**config.mk**
```make
export PLATFORM = sky130hd
export DESIGN_NAME = ir_envelope_sampler
export DESIGN_NICKNAME = d
export VERILOG_FILES = /design/src/rtl/ir_smp_pkg.sv /design/src/rtl/ir_sync_edge.sv /design/src/rtl/ir_carrier_det.sv /design/src/rtl/ir_env_logger.sv /design/src/rtl/ir_ring_writer.sv /design/src/rtl/ir_envelope_sampler.sv
export SDC_FILE = /design/constraint.sdc
export NUM_CORES = 1
export LEC_CHECK = 0
export ABC_AREA = 1
export BUFFER_PORTS_ARGS = -buffer_cell sky130_fd_sc_hd__clkbuf_2
export CORE_MARGIN = 10
export CORE_UTILIZATION = 45
export DETAILED_ROUTE_END_ITERATION = 10
export PLACE_DENSITY = 0.75
export SLEW_MARGIN = 10
export SYNTH_ARGS = -nofsm -noshare
export SYNTH_HDL_FRONTEND = slang
export SYNTH_HIERARCHICAL = 1
export SYNTH_SLANG_ARGS = --single-unit
export TNS_END_PERCENT = 10
```
**constraint.sdc**
```tcl
create_clock -name clk -period 3.9 [get_ports clk]
set_clock_uncertainty 0.1 [all_clocks]
set_input_delay 0.195 -clock clk [delete_from_list [all_inputs] [get_ports clk]]
set_output_delay 0.195 -clock clk [all_outputs]
set_load 0.1 [all_outputs]
```
**src/rtl/ir_smp_pkg.sv**
```systemverilog
`timescale 1ns/1ps
package ir_smp_pkg;

    // Envelope word: level flag on top, duration below.
    localparam int REC_W   = 16;
    localparam int CNT_W   = REC_W - 1;
    localparam logic [CNT_W-1:0] CNT_MAX = '1;

    typedef struct packed {
        logic             lvl;
        logic [CNT_W-1:0] cnt;
    } env_rec_t;

    typedef enum logic [2:0] {
        CD_IDLE,
        CD_FIRST,
        CD_WAIT3,
        CD_MEAS,
        CD_DONE
    } cd_state_t;

    function automatic logic [CNT_W-1:0] cnt_step(input logic [CNT_W-1:0] c);
        return (c == CNT_MAX) ? CNT_MAX : c + 1'b1;
    endfunction

endpackage

```
**src/rtl/ir_sync_edge.sv**
```systemverilog
`timescale 1ns/1ps
module ir_sync_edge #(
    parameter int SYNC_STAGES = 2,
    parameter int THR_W       = 16
) (
    input  logic             clk,
    input  logic             rst,
    input  logic             ir_in,
    output logic             rise,
    output logic [THR_W-1:0] lo_len
);
    localparam logic [THR_W-1:0] RUN_MAX = '1;

    logic [SYNC_STAGES-1:0] sync_q;
    logic                   lvl;
    logic                   lvl_d;
    logic [THR_W-1:0]       lo_run;

    assign lvl  = sync_q[SYNC_STAGES-1];
    assign rise = lvl & ~lvl_d;

    // Length of the low run including the current cycle, 0 while high.
    always_comb begin
        if (lvl)
            lo_len = '0;
        else if (lo_run == RUN_MAX)
            lo_len = RUN_MAX;
        else
            lo_len = lo_run + 1'b1;
    end

    generate
        if (SYNC_STAGES == 1) begin : g_one
            always_ff @(posedge clk) begin
                if (rst) sync_q <= '0;
                else     sync_q <= ir_in;
            end
        end else begin : g_many
            always_ff @(posedge clk) begin
                if (rst) sync_q <= '0;
                else     sync_q <= {sync_q[SYNC_STAGES-2:0], ir_in};
            end
        end
    endgenerate

    always_ff @(posedge clk) begin
        if (rst) begin
            lvl_d  <= 1'b0;
            lo_run <= '0;
        end else begin
            lvl_d  <= lvl;
            lo_run <= lo_len;
        end
    end

endmodule

```
**src/rtl/ir_carrier_det.sv**
```systemverilog
`timescale 1ns/1ps
module ir_carrier_det
    import ir_smp_pkg::*;
#(
    parameter int THR_W = 16
) (
    input  logic             clk,
    input  logic             rst,
    input  logic             en,
    input  logic             rise,
    input  logic [THR_W-1:0] lo_len,
    input  logic [THR_W-1:0] det_time,
    output logic [THR_W-1:0] car_period
);
    localparam logic [THR_W-1:0] INTV_MAX = '1;

    cd_state_t        state;
    logic [THR_W-1:0] intv;
    logic [THR_W-1:0] intv_nx;
    logic             gap_seen;

    assign intv_nx  = (intv == INTV_MAX) ? INTV_MAX : intv + 1'b1;
    assign gap_seen = lo_len > det_time;

    always_ff @(posedge clk) begin
        if (rst || !en) begin
            state      <= CD_IDLE;
            intv       <= '0;
            car_period <= '0;
        end else begin
            intv <= intv_nx;
            unique case (state)
                CD_IDLE: begin
                    if (rise) begin
                        state <= CD_FIRST;
                        intv  <= THR_W'(1);
                    end
                end
                CD_FIRST: begin
                    if (rise)
                        state <= (intv < det_time) ? CD_WAIT3 : CD_DONE;
                    else if (gap_seen)
                        state <= CD_DONE;
                end
                CD_WAIT3: begin
                    if (rise) begin
                        state <= CD_MEAS;
                        intv  <= THR_W'(1);
                    end else if (gap_seen) begin
                        state <= CD_DONE;
                    end
                end
                CD_MEAS: begin
                    if (rise) begin
                        car_period <= intv;
                        state      <= CD_DONE;
                    end else if (gap_seen) begin
                        state <= CD_DONE;
                    end
                end
                default: state <= CD_DONE;
            endcase
        end
    end

    AST_DISABLE_CLEAR: assert property (@(posedge clk) disable iff (rst)
        !en |=> car_period == '0);

    AST_PERIOD_HOLD: assert property (@(posedge clk) disable iff (rst)
        (en && car_period != '0) |=> (!en || car_period == $past(car_period)));

endmodule

```
**src/rtl/ir_env_logger.sv**
```systemverilog
`timescale 1ns/1ps
module ir_env_logger
    import ir_smp_pkg::*;
#(
    parameter int THR_W = 16
) (
    input  logic             clk,
    input  logic             rst,
    input  logic             en,
    input  logic             rise,
    input  logic [THR_W-1:0] lo_len,
    input  logic [THR_W-1:0] det_time,
    output logic             rec_vld,
    output env_rec_t         rec
);
    logic             active;
    logic             lvl;
    logic [CNT_W-1:0] cnt;
    logic             close_hi;
    logic             close_lo;
    logic             split;

    assign close_hi = active &  lvl & (lo_len > det_time);
    assign close_lo = active & ~lvl & rise;
    assign split    = active & (cnt == CNT_MAX) & ~close_hi & ~close_lo;

    always_ff @(posedge clk) begin
        if (rst || !en) begin
            active  <= 1'b0;
            lvl     <= 1'b0;
            cnt     <= '0;
            rec_vld <= 1'b0;
            rec     <= '0;
        end else begin
            rec_vld <= 1'b0;
            if (!active) begin
                if (rise) begin
                    active <= 1'b1;
                    lvl    <= 1'b1;
                    cnt    <= CNT_W'(1);
                end
            end else if (close_hi || close_lo || split) begin
                rec_vld <= 1'b1;
                rec     <= '{lvl: lvl, cnt: cnt};
                cnt     <= CNT_W'(1);
                if (!split) lvl <= ~lvl;
            end else begin
                cnt <= cnt_step(cnt);
            end
        end
    end

    // Tracking of the previous word for the ordering checks below.
    logic prev_lvl;
    logic prev_split;
    logic have_prev;

    always_ff @(posedge clk) begin
        if (rst || !en) begin
            prev_lvl   <= 1'b0;
            prev_split <= 1'b0;
            have_prev  <= 1'b0;
        end else if (rec_vld) begin
            prev_lvl   <= rec.lvl;
            prev_split <= (rec.cnt == CNT_MAX);
            have_prev  <= 1'b1;
        end
    end

    AST_SEG_NONZERO: assert property (@(posedge clk) disable iff (rst)
        rec_vld |-> rec.cnt != '0);

    AST_FIRST_HIGH: assert property (@(posedge clk) disable iff (rst)
        (rec_vld && !have_prev) |-> rec.lvl);

    AST_ALTERNATE: assert property (@(posedge clk) disable iff (rst)
        (rec_vld && have_prev && !prev_split) |-> rec.lvl != prev_lvl);

    AST_SPLIT_SAME: assert property (@(posedge clk) disable iff (rst)
        (rec_vld && have_prev && prev_split) |-> rec.lvl == prev_lvl);

endmodule

```
**src/rtl/ir_ring_writer.sv**
```systemverilog
`timescale 1ns/1ps
module ir_ring_writer
    import ir_smp_pkg::*;
#(
    parameter int PTR_W = 8
) (
    input  logic             clk,
    input  logic             rst,
    input  logic             init,
    input  logic             rec_vld,
    input  env_rec_t         rec,
    output logic             wr_en,
    output logic [PTR_W-1:0] wr_addr,
    output logic [7:0]       wr_data,
    output logic [PTR_W-1:0] wr_ptr
);
    env_rec_t         q0;
    env_rec_t         q1;
    logic [1:0]       fill;
    logic             phase;
    logic             pop;
    logic [1:0]       fill_left;
    logic [REC_W-1:0] head;

    assign head      = q0;
    assign pop       = phase && (fill != 2'd0);
    assign fill_left = fill - {1'b0, pop};

    always_ff @(posedge clk) begin
        if (rst || init) begin
            q0      <= '0;
            q1      <= '0;
            fill    <= 2'd0;
            phase   <= 1'b0;
            wr_en   <= 1'b0;
            wr_addr <= '0;
            wr_data <= '0;
            wr_ptr  <= '0;
        end else begin
            wr_en <= 1'b0;
            if (fill != 2'd0) begin
                wr_en   <= 1'b1;
                wr_addr <= {wr_ptr[PTR_W-1:1] + 1'b1, phase};
                wr_data <= phase ? head[7:0] : head[15:8];
                phase   <= ~phase;
                if (phase) wr_ptr <= wr_ptr + PTR_W'(2);
            end
            if (pop) q0 <= q1;
            if (rec_vld) begin
                if (fill_left == 2'd0) q0 <= rec;
                else                   q1 <= rec;
            end
            fill <= fill_left + {1'b0, rec_vld};
        end
    end

    AST_NO_OVERFLOW: assert property (@(posedge clk) disable iff (rst || init)
        rec_vld |-> fill_left < 2'd2);

    AST_BYTE_PAIR: assert property (@(posedge clk) disable iff (rst || init)
        (wr_en && !wr_addr[0]) |=> (wr_en && wr_addr[0]));

    AST_ADDR_AHEAD: assert property (@(posedge clk) disable iff (rst || init)
        (wr_en && !wr_addr[0]) |-> wr_addr[PTR_W-1:1] == wr_ptr[PTR_W-1:1] + 1'b1);

    AST_PTR_STEP: assert property (@(posedge clk) disable iff (rst || init)
        (!$past(rst) && !$past(init) && wr_ptr != $past(wr_ptr))
            |-> wr_ptr == $past(wr_ptr) + PTR_W'(2));

endmodule

```
**src/rtl/ir_envelope_sampler.sv**
```systemverilog
`timescale 1ns/1ps
module ir_envelope_sampler
    import ir_smp_pkg::*;
#(
    parameter  int THR_W        = 16,
    parameter  int RING_ENTRIES = 128,
    parameter  int SYNC_STAGES  = 2,
    localparam int PTR_W        = $clog2(2 * RING_ENTRIES)
) (
    input  logic             clk,
    input  logic             rst,
    input  logic             en,
    input  logic             init,
    input  logic [THR_W-1:0] det_time,
    input  logic             ir_in,
    output logic [THR_W-1:0] car_period,
    output logic             wr_en,
    output logic [PTR_W-1:0] wr_addr,
    output logic [7:0]       wr_data,
    output logic [PTR_W-1:0] wr_ptr
);
    logic             rise;
    logic [THR_W-1:0] lo_len;
    logic             rec_vld;
    env_rec_t         rec;

    ir_sync_edge #(.SYNC_STAGES(SYNC_STAGES), .THR_W(THR_W)) i_sync (
        .clk    (clk),
        .rst    (rst),
        .ir_in  (ir_in),
        .rise   (rise),
        .lo_len (lo_len)
    );

    ir_carrier_det #(.THR_W(THR_W)) i_carrier (
        .clk        (clk),
        .rst        (rst),
        .en         (en),
        .rise       (rise),
        .lo_len     (lo_len),
        .det_time   (det_time),
        .car_period (car_period)
    );

    ir_env_logger #(.THR_W(THR_W)) i_logger (
        .clk      (clk),
        .rst      (rst),
        .en       (en),
        .rise     (rise),
        .lo_len   (lo_len),
        .det_time (det_time),
        .rec_vld  (rec_vld),
        .rec      (rec)
    );

    ir_ring_writer #(.PTR_W(PTR_W)) i_ring (
        .clk     (clk),
        .rst     (rst),
        .init    (init),
        .rec_vld (rec_vld),
        .rec     (rec),
        .wr_en   (wr_en),
        .wr_addr (wr_addr),
        .wr_data (wr_data),
        .wr_ptr  (wr_ptr)
    );

endmodule

```
==> out/qor.csv, run 1 <==
stage;metric;value;unit
run_status;status;finished, final reports clean;
critical_path;critPathLaunchType;flip-flop;
placed_design;numPortBuffers;60;
finish;layout_common_cells;nand2_1, nor2_1, inv_1, dfxtp_1, a21oi_1;
finish;nNetsFinal;1258;
pwr;irDropWorstVdd;0.321;mV
drt;viasPerCell;4.91;
grt;antenna_found_initial;1;
critical_path;critPathMaxFanout;28;
critical_path;worstPathArrival;3.62;ns
timing;period_share;86.6;%
clock_tree;ctsResizeCount;0;
die;fp.dieH;152;microns
clock_tree;cts.clk_slew.worst_paths;0.07;ns
grt;first_global_vias;6349;
timing;hold_viol;0;
drt;drt-initial-drc-count;491;
drt;totalWireLength;17900;microns
synthesis;synth.distinct_cells;40;
clock_tree;cts.path.max_buffers;2;
grt;grt_pass1_wl;30400;microns
synthesis;synth.yosys.seq_area_share;37.5;%
synthesis;synth_area;7850;sq um
timing;rsz0062_at_grt;no;
flow_run;maxCapViolations;0;
timing;period_minus_slack;3.38;ns
die;start_util;45.7;%
timing;max-slew-margin-rel;23.5;%
grt;grt_max_degree;40;
finish;multi_input_area;4110;sq um
synthesis;synthCells;1132;
die;core-area;17200;sq um
synthesis;synth_nets;1205;
drt;first_pass_iters;5;
pwr;p_leak;0.00410;uW
clock_tree;post_cts.repair.setup_buffers;0;
synthesis;synth_area_per_cell;6.93;sq um
worst_hold_path;holdCritPathClass;primary input to flip-flop;
critical_path;end_kind;flip-flop;
timing;slew_violations;0;
synthesis;async_reset_ff_share;0;%
clock_tree;cts_tree;done;
clock_tree;cts_hold_buf;1;
synthesis;synth_seq_cells;147;
clock_tree;insertion_delay;0.42;ns
critical_path;required;4.14;ns
critical_path;criticalPathCategory;flip-flop to flip-flop;
timing;worst_slew_pin_slew;1.14;ns
finish;area_growth;14.0;%
pwr;p_per_area;382;nW/um^2
grt;track_usage;15.1;%
drt;drtAntennaViolNets;0;
synthesis;synthFlopType;dfxtp_1;
placed_design;dp_hpwl;13200;microns
die;floorplan.io_pins;62;
timing;tns;0;ns
finish;drive_above_1_share;12.6;%
drt;wl_per_cell;12.6;microns
timing;fin_ws;0.522;ns
placed_design;placedCellCount;1390;
synthesis;synth_edf_count;0;
clock_tree;root_buffer;clkbuf_16;
die;dieWidth;152;microns
finish;layout_commonest_cell;nand2_1;
die;dieArea;23100;sq um
synthesis;yosysWarnings;6;
clock_tree;h-tree-depth;4;
finish;fill_cells;1667;
drt;vias;6989;
finish;final_cells;1423;
die;rows;48;
clock_tree;cts.sinks;147;
drt;drc;0;
clock_tree;cts_buffers;17;
placed_design;routabilityCongestion;0.866;
timing;setup_viol;0;
placed_design;dpl_worst_slack;0.599;ns
grt;grt-ovfl-total;0;
timing;fmax;296;MHz
finish;diodes;0;
finish;final-seq-area;2940;sq um
stage by stage:
stage          hold slack [ns]  total power (uW)  instance area (sq um)  util, %
3_5_place_dp             0.298              1700                   8300     48.3
6_report                 0.144              3420                   8950     52.1
5_1_grt                  0.185              3540                   8950     52.1
3_3_place_gp             0.295              1700                   8300     48.3
4_1_cts                  0.131              3450                   8950     52.1
2_1_floorplan            0.202              1660                   7850        -
synth_stat cells (9+ instances only):
cell type  instances  area, sq um
ha_1              52          651
nand4_1            9         56.3
inv_1            155          582
nor2_1           167          627
a21oi_1           83          415
nand2_1          229          860
o21ai_1           26          130
xor2_1            16          140
dfxtp_1          147         2940
clkbuf_1          14         52.6
nor2_2            13         81.3
o21ai_0           70          350
a31oi_1           13         81.3
inv_2             12         45.0
buf_2             11         55.1
nand3_1           51          255
worst paths after layout:
kind,startpoint,endpoint,slack (ns),cells past startpoint
max,i_sync/lo_run[0],i_logger/rec[0],0.52,17
min,en,i_carrier/car_period[13],0.14,5
max reg2reg,i_sync/lo_run[0],i_logger/rec[0],0.52,17
min reg2reg,i_sync/sync_q[0],i_sync/sync_q[1],0.32,2
sequential cells by signal, indices dropped and copies added (netlist names):
register,cells
i_ring/fill,2
i_ring/phase,1
i_sync/lo_run,16
i_ring/head,16
i_logger/rec,16
i_ring/wr_ptr,7
i_ring/wr_addr,8
i_ring/wr_en,1
i_sync/sync_q,2
i_logger/active,1
i_sync/lvl_d,1
i_ring/wr_data,8
i_ring/q1,16
i_logger/cnt,15
i_carrier/car_period,16
i_carrier/intv,16
i_logger/lvl,1
i_logger/rec_vld,1
i_carrier/state,3
critical path, cell delays in order, from the launching register on:
cell and delay (ns):
dfxtp_1 0.39, ha_1 0.23, nand3_2 0.15, nor2_1 0.24
xor2_1 0.11, nor2_1 0.19, nor2_1 0.11, ha_1 0.29
nand2_1 0.07, nor2_1 0.16, nand4_1 0.12, nor2_1 0.11
nor2_1 0.05, nand2_2 0.09, nand3_2 0.37, inv_1 0.30
nand3_1 0.10, o21ai_0 0.11
kinds of logic (layout without fill, tap and decap cells):
| family | Yosys count | after routing | share of synthesized area, % |
|---|---|---|---|
| adder cells (fa/ha/maj) | 52 | 52 | 8.29 |
| XOR/XNOR | 20 | 20 | 2.23 |
| AO/OA/AOI/OAI | 202 | 202 | 13.5 |
| AND/OR/NAND/NOR | 510 | 510 | 28.4 |
| flip-flops | 147 | 147 | 37.5 |
| buffers and inverters | 200 | 266 | 10.1 |
| other | 1 | 1 | 0.0478 |
final cells by class:
cell class                 instances  area share, %
multi-input combinational        785           46.0
sequential                       147           32.9
inverter                         169           7.09
clock buffer                      17           4.75
timing repair buffer              65           3.80
tap                              225           3.15
clock inverter                    15           2.35
per-layer routing:
layer | vias to the layer above | GRT usage (%) | part of all wire [%]
li1 | 3725 | - | -
met1 | 3118 | 20.2 | 49
met2 | 124 | 23.6 | 46
met3 | 20 | 3.53 | 4.1
met4 | 2 | 4.63 | 1.3
met5 | - | 0 | 0.073
power breakdown:
part / internal (uW) / switching [uW] / total, uW
clock network: 1040 / 709 / 1750
registers: 1510 / 6.94 / 1510
logic: 48.7 / 107 / 156
No activity file was read; power rests on OpenSTA's default activity.
==> run 2: changes to the inputs <==
- REMOVE_ABC_BUFFERS: not set -> 1
==> out/qor.csv, run 2 (synthesized netlist as in run 1, its figures left out) <==
stage;metric;value;unit
critical_path;end_kind;flip-flop;
critical_path;required;4.14;ns
die;start_util;45.7;%
pwr;p_leak;0.00405;uW
timing;setup_viol;0;
pwr;power;3220;uW
finish;area_growth;13.1;%
drt;drt-initial-drc-count;424;
critical_path;worstPathArrival;3.60;ns
timing;tns;0;ns
drt;vias;6982;
placed_design;dp_hpwl;13100;microns
die;rows;48;
die;dieWidth;152;microns
clock_tree;cts_buffers;17;
clock_tree;cts.clk_slew.worst_paths;0.06;ns
die;fp.dieH;152;microns
clock_tree;cts.sinks;147;
finish;nNetsFinal;1258;
worst_hold_path;holdCritPathClass;primary input to flip-flop;
timing;hold_viol;0;
finish;drive_above_1_share;12.5;%
critical_path;critPathLaunchType;flip-flop;
timing;rsz0062_at_grt;no;
grt;grt-ovfl-total;0;
finish;final-seq-area;2940;sq um
finish;diodes;0;
placed_design;placed_area;8300;sq um
timing;fmax;297;MHz
flow_run;maxCapViolations;0;
drt;first_pass_iters;5;
clock_tree;cts_tree;done;
drt;totalWireLength;17600;microns
die;core-area;17200;sq um
grt;first_global_vias;6434;
finish;fin_util;51.6;%
clock_tree;h-tree-depth;4;
timing;period_share;86.3;%
clock_tree;cts.path.max_buffers;2;
run_status;status;finished, final reports clean;
finish;fill_cells;1665;
critical_path;critPathMaxFanout;28;
drt;viasPerCell;4.91;
finish;design_area;8870;sq um
timing;period_minus_slack;3.37;ns
drt;wl_per_cell;12.4;microns
clock_tree;root_buffer;clkbuf_16;
finish;layout_common_cells;nand2_1, nor2_1, inv_1, dfxtp_1, a21oi_1;
timing;max-slew-margin-rel;28.2;%
clock_tree;insertion_delay;0.42;ns
placed_design;routabilityCongestion;0.908;
die;dieArea;23100;sq um
grt;antenna_found_initial;1;
drt;drc;0;
die;floorplan.io_pins;62;
pwr;irDropWorstVdd;0.316;mV
finish;layout_commonest_cell;nand2_1;
timing;worst_slew_pin_slew;1.07;ns
timing;slew_violations;0;
drt;drtAntennaViolNets;0;
critical_path;r2r_slack;0.53;ns
placed_design;numPortBuffers;60;
clock_tree;post_cts.repair.setup_buffers;0;
finish;multi_input_area;4110;sq um
grt;grt_max_degree;32;
grt;track_usage;14.8;%
grt;grt_pass1_wl;29700;microns
pwr;p_per_area;363;nW/um^2
critical_path;criticalPathCategory;flip-flop to flip-flop;
[run 2: cell types whose count changed in the layout (fill, tap and decap cells not counted), sizes merged]
cell      previous run  this run
clkbuf              77        78
clkinv               4         8
bufinv               3         1
inv                176       171
clkinvlp             1         3
[run 2: worst paths after layout]
check                                      start               end  depth (start not counted)
worst min register to register  i_sync/sync_q[0]  i_sync/sync_q[1]                          2
worst max register to register  i_sync/lo_run[0]   i_logger/rec[0]                         21
worst min-delay path                        init    i_ring/head[4]                          4
worst max-delay path            i_sync/lo_run[0]   i_logger/rec[0]                         21
[run 2: through the flow]
| step | std cells | hold slack (ns) | setup slack [ns] |
|---|---|---|---|
| finish | 1423 | 0.0742 | 0.534 |
| global route | 1423 | 0.0751 | 0.141 |
| CTS | 1423 | 0.0667 | 0.527 |
| detailed placement | 1390 | 0.299 | 0.600 |
| global placement | 1390 | 0.289 | 0.739 |
| floorplan | 1101 | 0.166 | 1.08 |
[run 2: layer usage]
layer / up-vias / track usage, % / share of wire [%]
li1: 3723 / - / -
met1: 3116 / 17.9 / 47
met2: 123 / 25.0 / 48
met3: 18 / 4.12 / 4.5
met4: 2 / 4.40 / 1.1
met5: - / 0 / 0.062
[run 2: report_power, final]
| part | internal (uW) | switching [uW] |
|---|---|---|
| Sequential | 1510 | 6.88 |
| Clock | 883 | 663 |
| Combinational | 48.4 | 107 |
[run 2: critical path, cell delays in order (launching register included)]
cell	delay (ns)
dfxtp_1	0.40
ha_1	0.25
nand3_2	0.15
nor2_2	0.17
nand2_1	0.12
nor2_4	0.16
nor2_1	0.09
nor2_1	0.18
ha_1	0.28
nand2_1	0.09
nand2_1	0.05
nand2_1	0.05
nand2_1	0.04
nand2_1	0.05
nand2_1	0.05
nand2_1	0.05
nand2_1	0.06
nand2_2	0.09
nand3_2	0.37
inv_1	0.28
nand3_1	0.11
o21ai_0	0.11
[run 2: cell type report]
cell class | instances | share of cell area (%)
clock buffer | 18 | 4.84
clock inverter | 14 | 1.45
multi-input combinational | 785 | 46.4
tap | 225 | 3.17
timing repair buffer | 65 | 3.84
sequential | 147 | 33.2
inverter | 169 | 7.15
[run 2: timing repair]
item	4_1_cts	5_1_grt
resized for setup	0	0
endpoints found under the hold margin	1	0
hold buffers	1	0
